[config.mk]
export PLATFORM = sky130hd
export DESIGN_NAME = otg_ctl_regs
export DESIGN_NICKNAME = d
export VERILOG_FILES = /design/src/rtl/otg_ctl_pkg.sv /design/src/rtl/otg_req_bit.sv /design/src/rtl/otg_vbus_drive.sv /design/src/rtl/otg_irq_gate.sv /design/src/rtl/otg_ctl_regs.sv
export SDC_FILE = /design/constraint.sdc
export NUM_CORES = 1
export LEC_CHECK = 0
export BUFFER_PORTS_ARGS = -buffer_cell sky130_fd_sc_hd__buf_2
export CORE_ASPECT_RATIO = 2
export CORE_MARGIN = 10
export CORE_UTILIZATION = 30
export DETAILED_ROUTE_END_ITERATION = 12
export GPL_TIMING_DRIVEN = 0
export PLACE_DENSITY = 0.69
export SLEW_MARGIN = 20
export SYNTH_ARGS = -nofsm -noshare
export SYNTH_HDL_FRONTEND = slang
export SYNTH_SLANG_ARGS = --single-unit
[constraint.sdc]
create_clock -name clk -period 2.56 [get_ports clk]
set_clock_uncertainty 0.2 [all_clocks]
set_input_delay 0.64 -clock clk [delete_from_list [all_inputs] [get_ports clk]]
set_output_delay 0.64 -clock clk [all_outputs]
set_load 0.01 [all_outputs]
[src/rtl/otg_ctl_pkg.sv]
package otg_ctl_pkg;

    localparam int N_IRQ    = 5;
    localparam int REG_BITS = 14;
    localparam int B_CUTCLR = 13;

    // Control word image, bit 0 = ctl_on, bits 12:8 = interrupt enables
    typedef struct packed {
        logic [N_IRQ-1:0] irq_en;
        logic             vbus_manual;
        logic             srp_vbus;
        logic             srp_req;
        logic             hnp_req;
        logic             pad_on;
        logic             vbus_inv;
        logic             clk_hold;
        logic             ctl_on;
    } ctl_reg_t;

    localparam int IMG_BITS = $bits(ctl_reg_t);

    function automatic ctl_reg_t unpack_word(input logic [REG_BITS-1:0] w);
        return ctl_reg_t'(w[IMG_BITS-1:0]);
    endfunction

    function automatic logic [REG_BITS-1:0] pack_word(input ctl_reg_t r);
        return {{(REG_BITS-IMG_BITS){1'b0}}, r};
    endfunction

endpackage

[src/rtl/otg_req_bit.sv]
module otg_req_bit #(
    parameter bit HOST_RW = 1'b0
) (
    input  logic clk,
    input  logic rst,
    input  logic clr,
    input  logic wr_ok,
    input  logic wbit,
    input  logic host_mode,
    input  logic ack,
    output logic q,
    output logic pulse
);

    always_ff @(posedge clk) begin
        if (rst || clr) begin
            q     <= 1'b0;
            pulse <= 1'b0;
        end else begin
            pulse <= 1'b0;
            if (host_mode && HOST_RW) begin
                if (wr_ok) q <= wbit;
            end else if (ack) begin
                q <= 1'b0;
            end else if (wr_ok && wbit && !q && !host_mode) begin
                q     <= 1'b1;
                pulse <= 1'b1;
            end
        end
    end


    pulse_single_chk: assert property (@(posedge clk) disable iff (rst)
        pulse |=> !pulse);


    pulse_has_bit_chk: assert property (@(posedge clk) disable iff (rst)
        pulse |-> q);

endmodule

[src/rtl/otg_vbus_drive.sv]
module otg_vbus_drive (
    input  logic clk,
    input  logic rst,
    input  logic enable,
    input  logic manual,
    input  logic err,
    input  logic clr_req,
    input  logic host_mode,
    input  logic inv,
    output logic pin
);

    logic cut;

    always_ff @(posedge clk) begin
        if (rst || !enable)           cut <= 1'b0;
        else if (!manual && err)      cut <= 1'b1;
        else if (clr_req)             cut <= 1'b0;
    end

    assign pin = (host_mode && enable && !cut) ^ inv;


    cut_on_fault_chk: assert property (@(posedge clk) disable iff (rst)
        (enable && !manual && err) |=> cut);


    cut_latched_chk: assert property (@(posedge clk) disable iff (rst)
        (enable && cut && !clr_req) |=> cut);

endmodule

[src/rtl/otg_irq_gate.sv]
module otg_irq_gate #(
    parameter int N = 5
) (
    input  logic [N-1:0] src,
    input  logic [N-1:0] en,
    output logic [N-1:0] out
);

    for (genvar i = 0; i < N; i++) begin : g_line
        assign out[i] = src[i] & en[i];
    end

endmodule

[src/rtl/otg_ctl_regs.sv]
module otg_ctl_regs
    import otg_ctl_pkg::*;
#(
    parameter int              DATA_W    = 32,
    parameter int              ADDR_W    = 8,
    parameter logic [ADDR_W-1:0] CTRL_ADDR = '0
) (
    input  logic              clk,
    input  logic              rst,
    input  logic              bus_we,
    input  logic [ADDR_W-1:0] bus_addr,
    input  logic [DATA_W-1:0] bus_wdata,
    output logic [DATA_W-1:0] bus_rdata,
    input  logic              host_mode,
    input  logic              hnp_ack,
    input  logic              srp_ack,
    input  logic              vbus_err,
    input  logic [4:0]        irq_src,
    output logic              vbus_pin,
    output logic              clk_run,
    output logic              hnp_start,
    output logic              srp_start,
    output logic              hnp_accept,
    output logic              srp_method,
    output logic              pad_en,
    output logic [4:0]        irq_out
);

    localparam int PAD_W = DATA_W - REG_BITS;

    logic             ctl_on, clk_hold, vbus_inv, pad_on, srp_vbus, vbus_manual;
    logic [N_IRQ-1:0] irq_en;
    logic             hnp_q, srp_q;
    logic             wr, grp_ok, grp_clr, cut_clr;
    ctl_reg_t         w, cur;

    assign wr      = bus_we && (bus_addr == CTRL_ADDR);
    assign w       = unpack_word(bus_wdata[REG_BITS-1:0]);
    assign grp_ok  = wr && ctl_on && !clk_hold;
    assign grp_clr = wr ? !w.ctl_on : !ctl_on;
    assign cut_clr = grp_ok && bus_wdata[B_CUTCLR];

    always_ff @(posedge clk) begin
        if (rst) begin
            ctl_on      <= 1'b0;
            clk_hold    <= 1'b1;
            vbus_inv    <= 1'b0;
            pad_on      <= 1'b0;
            srp_vbus    <= 1'b0;
            vbus_manual <= 1'b0;
            irq_en      <= '0;
        end else begin
            if (wr) begin
                ctl_on   <= w.ctl_on;
                clk_hold <= w.clk_hold;
                vbus_inv <= w.vbus_inv;
                pad_on   <= w.pad_on;
            end
            if (grp_clr) begin
                srp_vbus    <= 1'b0;
                vbus_manual <= 1'b0;
                irq_en      <= '0;
            end else if (grp_ok) begin
                srp_vbus    <= w.srp_vbus;
                vbus_manual <= w.vbus_manual;
                irq_en      <= w.irq_en;
            end
        end
    end

    otg_req_bit #(.HOST_RW(1'b1)) u_hnp (
        .clk(clk), .rst(rst), .clr(grp_clr), .wr_ok(grp_ok), .wbit(w.hnp_req),
        .host_mode(host_mode), .ack(hnp_ack), .q(hnp_q), .pulse(hnp_start)
    );

    otg_req_bit #(.HOST_RW(1'b0)) u_srp (
        .clk(clk), .rst(rst), .clr(grp_clr), .wr_ok(grp_ok), .wbit(w.srp_req),
        .host_mode(host_mode), .ack(srp_ack), .q(srp_q), .pulse(srp_start)
    );

    otg_vbus_drive u_vbus (
        .clk(clk), .rst(rst), .enable(ctl_on), .manual(vbus_manual),
        .err(vbus_err), .clr_req(cut_clr), .host_mode(host_mode),
        .inv(vbus_inv), .pin(vbus_pin)
    );

    otg_irq_gate #(.N(N_IRQ)) u_irq (
        .src(irq_src), .en(irq_en), .out(irq_out)
    );

    always_comb begin
        cur             = '0;
        cur.ctl_on      = ctl_on;
        cur.clk_hold    = clk_hold;
        cur.vbus_inv    = vbus_inv;
        cur.pad_on      = pad_on;
        cur.hnp_req     = hnp_q;
        cur.srp_req     = srp_q;
        cur.srp_vbus    = srp_vbus;
        cur.vbus_manual = vbus_manual;
        cur.irq_en      = irq_en;
    end

    assign bus_rdata  = (bus_addr == CTRL_ADDR) ? {{PAD_W{1'b0}}, pack_word(cur)} : '0;
    assign clk_run    = ctl_on && !clk_hold;
    assign hnp_accept = host_mode && hnp_q;
    assign srp_method = srp_vbus;
    assign pad_en     = pad_on;


    frozen_grp_chk: assert property (@(posedge clk) disable iff (rst)
        (wr && clk_hold && w.ctl_on) |=> ($stable(irq_en) && $stable(vbus_manual) && $stable(srp_vbus)));


    disable_clears_chk: assert property (@(posedge clk) disable iff (rst)
        (wr && !w.ctl_on) |=> (irq_en == '0 && !hnp_q && !srp_q));

endmodule

==> results of run 1 <==
-- state kept, by name (all words and copies together) (netlist names) --
signal	flops
irq_en	5
u_hnp.pulse	1
u_hnp.q	1
vbus_inv	1
u_srp.pulse	1
u_srp.q	1
srp_method	1
clk_hold	1
ctl_on	1
u_vbus.cut	1
vbus_manual	1
pad_en	1
-- cells by family (layout without fill, tap and decap cells) --
family	Yosys count	after routing	share of synthesized area
other	1	19	0.00390
and+or+nand+nor	49	49	0.326
xor gates and xnor gates	1	1	0.00910
DFF	16	16	0.333
muxes	8	8	0.0871
buffers and inverters	27	91	0.185
AOI/OAI and AO/OA	7	7	0.0559
-- critical path, stage by stage --
cell and delay (ps):
buf_2 110, nor4_4 330, buf_4 220, and3_1 180, buf_2 130
-- layout make-up --
| type | instances | area (um^2) |
|---|---|---|
| well taps | 31 | 38.8 |
| plain buffers | 23 | 170 |
| inverters | 4 | 15.0 |
| clock buffers | 4 | 55.1 |
| repair buffers | 60 | 305 |
| flip-flops and latches | 16 | 320 |
| fillers | 337 | 1680 |
| multi-input cells | 84 | 532 |
-- per-layer routing --
layer / part of all wire / vias up / GRT usage
met1: 0.33 / 412 / 0.0937
met5: 0 / - / 0
li1: - / 498 / -
met4: 0.014 / 0 / 0.0365
met2: 0.51 / 52 / 0.179
met3: 0.15 / 5 / 0.0746
-- through the flow --
step,std cells,power [mW],worst slack [ps],util,hold slack [ps]
2_1_floorplan,127,0.297,263,-,213
3_3_place_gp,216,0.329,-194,0.435,232
3_5_place_dp,216,0.331,-213,0.435,235
4_1_cts,222,0.555,77.4,0.460,245
5_1_grt,222,0.581,33.9,0.460,283
6_report,222,0.555,111,0.460,242
-- worst max-delay path by stage --
stage	startpoint	end	slack, ps	cells past startpoint
finish	bus_addr[2]	bus_rdata[1]	110	5
CTS	bus_addr[2]	bus_rdata[1]	80	5
floorplan	bus_addr[1]	bus_rdata[0]	260	3
detailed placement	bus_addr[1]	bus_rdata[1]	-210	5
global placement	bus_addr[5]	bus_rdata[1]	-190	5
global route	bus_addr[2]	bus_rdata[1]	30	5
-- power breakdown --
group	internal, mW	total (mW)	switching, mW
Combinational	0.0425	0.0799	0.0374
Clock	0.136	0.226	0.0895
Sequential	0.249	0.249	0.0000695
Total	0.428	0.555	0.127
-- cells in the final DEF, fill, tap and decap left out, drive strengths merged --
cell     instances
nand3b           2
nand2            3
dfxtp           16
conb            19
a21boi           1
nand3            5
o21ai            1
nor4             4
a21oi            2
nor3             1
nor2b            3
and3            14
nand2b           1
clkbuf           5
nor2             7
a211oi           1
or3b             1
xnor2            1
and2             7
nand4            1
mux2i            8
buf             82
inv              4
a2111oi          1
a41oi            1
-- timing repair --
action,in CTS,in global routing
gates resized for setup,4,1
pin swaps,2,0
endpoints found under the setup margin,10,2
buffers inserted,2,0
==> impl_results.md, run 1 <==
* Number of global-route vias before repair at 1120
* Die area at 0.00601 mm^2
* Synth Cell Area at 962 um^2
* CTS Hold Bufs at 0
* Sequential area share after synthesis at 0.333
* Layout cells sized above 1 at 0.492
* Slew Viols, Final at 0
* Routed wire length at 3120 um
* Die Wd at 60.0 um
* Gr usage total at 0.106
* Diode count at 0
* FP Rows at 29
* Average cell area after synthesis at 8.83 um^2
* Largest area contributor in the netlist: dfxtp_1
* Predominant post-synthesis flop cell: dfxtp_1
* Pre-antenna DRT Iters at 3
* TritonCTS clock tree: done
* Final Hold Viols at 0
* CP Data Required Time at 1720 ps
* Worst-path maximum fanout at 10
* Post-synth top area share at 0.333
* Inserted Clock Buffers at 3
* Ports at 96
* Synth Instances at 109
* Asr flop ratio synth at 0
* Hold Crit Endpoint: u_srp.pulse
* Synth warn at 0
* Drt wl/cell at 14.1 um
* Crit Path Class: primary input to output port
* Synth area leaders: dfxtp_1, buf_4, and3_1
* Area delta synth->final at 49.3%
* Initial Utilization at 0.308
* Unique masters post-synth at 30
* Fmax at 0.408 GHz
* Number of port buffers at 58
* Worst skew pair latency at 250 ps
* Cell Area, Placed at 0.00136 mm^2
* Hold_sp: u_srp.q
* Lkg Pwr at 0.852 nW
* Post-synth top cells: buf_4, dfxtp_1, and3_1
* Initial detailed-routing violation count at 15
* Worst Hold Class: register to register
* RR Startpoint: ctl_on
* Core Box Area at 0.00312 mm^2
* R2r endpoint: u_hnp.q
* Pin count of the biggest net entering global routing at 11
* Maximum vdd drop at 0.294 mV
* Initial antenna violation count at 0
* DRC errors left at 0
* Reg2reg setup slack at 960 ps
* Top-count cell post-synth: buf_4
* Hold depth at 1
* CTS max path bufs at 2
* Fin crit period at 2450 ps
* Clock root buffer: clkbuf_8
* CP Launch Type: primary input
* Worst reg2reg path depth at 5
* Placer Congestion at 0.700
* # nets final at 244
* Final setup vio count at 0
* Antenna Nets Post-Route at 0
* RSZ-0062 raised after global routing: false
* Critical path data arrival time at 1610 ps
* Finished Cell Area at 0.00144 mm^2
* Clk slew on worst S/H paths at 70 ps
* Vias/cell at 4.36
* Setup crit end kind: output port
* H-Tree Depth at 1
* Pwr/cell area at 386 mW/mm^2
* #FFs+latches synth at 16
* First-pass GRT wire length at 5040 um
* CTS sink count at 16
* Via count at 967
* Post-synth EDFFs at 0
* Global route overflow at 0
* Number of max-cap violations at 0
* Status: completed
* Die Height at 100 um
* Period Utilization, post-route at 0.957
* Dpl hpwl at 2650 um
* Setup TNS at 0 ps
(Power assumes the default switching activity.)
==> inputs of run 2 (changes only) <==
Clock period 2.56 ns to 2.7 ns, I/O delays scaled along.
==> run 2 against run 1 <==
  * Utilization increased by 0.72 points
  * Non-clock buffer count increased by 3
  * First-iteration DRC count increased by 6.7%
  * Total power decreased by 4.9%
  * Critical path type unchanged
  * Flip-flop and latch count unchanged
  * Worst hold slack about the same
  * Highest routed layer unchanged
  * Clock power decreased by 5%
  * Routed wire length increased by 0.58%
  * Largest power group unchanged
  * Die area unchanged
  * Critical path depth unchanged
  * Combinational power decreased by 3.1%
  * Register-to-register slack improved by 130 ps
==> impl_results.md, run 2 (synthesized netlist as in run 1, its figures left out) <==
* Status: completed (unchanged)
* Core Box Area at 0.00312 mm^2 (unchanged)
* Worst Hold Class: register to register (unchanged)
* CP Launch Type: primary input (unchanged)
* First-pass GRT wire length at 5010 um (was 5040 um)
* Gr usage total at 0.105 (was 0.106)
* Number of port buffers at 58 (unchanged)
* Fillers at 334 (was 337)
* Sequential share of power at 0.447 (was 0.449)
* Slew Viols, Final at 0 (unchanged)
* Post-Place Worst Slack at -143 ps (was -213 ps)
* Pin count of the biggest net entering global routing at 11 (unchanged)
* H-Tree Depth at 1 (unchanged)
* Final Util at 0.468 (was 0.460)
* Clock share of power at 0.406 (was 0.407)
* TritonCTS clock tree: done (unchanged)
* Via count at 976 (was 967)
* Routed wire length at 3140 um (was 3120 um)
* Clock root buffer: clkbuf_8 (unchanged)
* Initial detailed-routing violation count at 16 (was 15)
* CTS Hold Bufs at 0 (unchanged)
* Fin crit period at 2600 ps
* Register area at 320 um^2 (unchanged)
* Net Sw Frac at 0.229 (about the same)
* Inserted Clock Buffers at 3 (unchanged)
* Pwr/cell area at 362 mW/mm^2 (was 386 mW/mm^2)
* Die Height at 100 um (unchanged)
* Comb power frac at 0.147 (was 0.144)
* CP Data Required Time at 1820 ps (was 1720 ps)
* DRC errors left at 0 (unchanged)
* Die Wd at 60.0 um (unchanged)
* Reg2reg setup slack at 1090 ps (was 960 ps)
* Initial antenna violation count at 0 (unchanged)
* Finished Cell Area at 0.00146 mm^2 (was 0.00144 mm^2)
* Final setup vio count at 0 (unchanged)
* Fin worst setup slack at 95.2 ps (was 111 ps)
* FP Rows at 29 (unchanged)
* Number of global-route vias before repair at 1111 (was 1120)
* Layout cells sized above 1 at 0.500 (was 0.492)
* R2r endpoint: u_hnp.q (unchanged)
* Die area at 0.00601 mm^2 (unchanged)
* Diode count at 0 (unchanged)
* Cells after DPL at 216 (unchanged)
* Crit Path Class: primary input to output port (unchanged)
* Critical path data arrival time at 1730 ps (was 1610 ps)
* Period Utilization, post-route at 0.965
* Worst-path maximum fanout at 10 (unchanged)
* RR Startpoint: ctl_on (unchanged)
* Lkg Pwr at 0.867 nW (was 0.852 nW)
* Clk slew on worst S/H paths at 70 ps (about the same)
* Pint at 0.407 mW (was 0.428 mW)
* Drt wl/cell at 14.0 um (was 14.1 um)
* Maximum vdd drop at 0.279 mV (was 0.294 mV)
* Post-route insts no fill at 225 (was 222)
* Fmax at 0.384 GHz
* Worst reg2reg path depth at 5 (unchanged)
* WHS at 242 ps (about the same)
* Area of the multi-input gates at 532 um^2 (unchanged)
* Initial Utilization at 0.308 (unchanged)
* P_sw at 0.121 mW (was 0.127 mW)
* Most flops, register: irq_en (unchanged)
* Global route overflow at 0 (unchanged)
* Dpl hpwl at 2650 um (unchanged)
* Worst skew pair latency at 250 ps (about the same)
* Antenna Nets Post-Route at 0 (unchanged)
* Number of max-cap violations at 0 (unchanged)
* Placer Congestion at 0.700 (unchanged)
* Vias/cell at 4.34 (was 4.36)
* Commonest non-fill, non-tap cell in the layout: buf_2 (unchanged)
* Most frequent cells in the layout: buf_2, buf_4, conb_1, dfxtp_1, and3_1 (unchanged)
* Setup crit end kind: output port (unchanged)
* Setup crit end: bus_rdata[1] (unchanged)
* Final Hold Viols at 0 (unchanged)
* Cell Area, Placed at 0.00136 mm^2 (unchanged)
* Area delta synth->final at 51.6% (was 49.3%)
* Worst Setup SP: bus_addr[6] (was bus_addr[2])
* # nets final at 247 (was 244)
* Max FFs per register at 5 (unchanged)
* Ports at 96 (unchanged)
* CTS max path bufs at 2 (unchanged)
* Pre-antenna DRT Iters at 3 (unchanged)
* CTS sink count at 16 (unchanged)
run 2: cell count changes in the layout (fill, tap and decap cells not counted), sizes merged:
cell / before / now
buf: 82 / 84
clkbuf: 5 / 6
run 2: worst max-delay path, stage by stage:
cell and delay [ps]:
buf_2 110, nor4_4 370, clkbuf_4 270, and3_1 170, buf_2 130
run 2: area by class of cell:
cell class | count | share of cell area
multi-input combinational | 84 | 0.364
sequential | 16 | 0.220
tap | 31 | 0.0266
timing repair buffer | 63 | 0.225
inverter | 4 | 0.0103
buffer | 23 | 0.117
clock buffer | 4 | 0.0377
run 2: through the flow:
stage,total power [mW],TNS (ps)
final,0.528,0
after global routing,0.552,-10.3
after global placement,0.312,-973
after floorplan,0.281,0
after CTS,0.525,0
after detailed placement,0.313,-1150
run 2: layer usage:
layer / share of wire / track usage / up-vias
met5: 0 / 0 / -
met4: 0.014 / 0.0365 / 0
met3: 0.16 / 0.0746 / 5
met2: 0.51 / 0.181 / 52
met1: 0.32 / 0.0900 / 415
li1: - / - / 504
run 2: power groups by stage:
stage          registers, mW  logic [mW]  clock network (mW)
6_report               0.236      0.0774               0.214
5_1_grt                0.236      0.0869               0.230
4_1_cts                0.236      0.0733               0.216
3_5_place_dp           0.241      0.0720                   0
3_3_place_gp           0.241      0.0706                   0
2_1_floorplan          0.241      0.0398                   0
run 2: what timing repair did:
item,CTS,global route
gates resized for setup,4,0
pin swaps,1,1
setup buffers,1,4
setup endpoints to repair,10,10
run 2: worst min-delay path by stage:
stage            start  slack, ps  cells after the start          end
3_5_place_dp   u_srp.q        240                      1  u_srp.pulse
6_report       u_srp.q        240                      1  u_srp.pulse
2_1_floorplan  u_srp.q        210                      1  u_srp.pulse
3_3_place_gp   u_srp.q        230                      1  u_srp.pulse
4_1_cts        u_srp.q        240                      1  u_srp.pulse
5_1_grt        u_srp.q        280                      1  u_srp.pulse
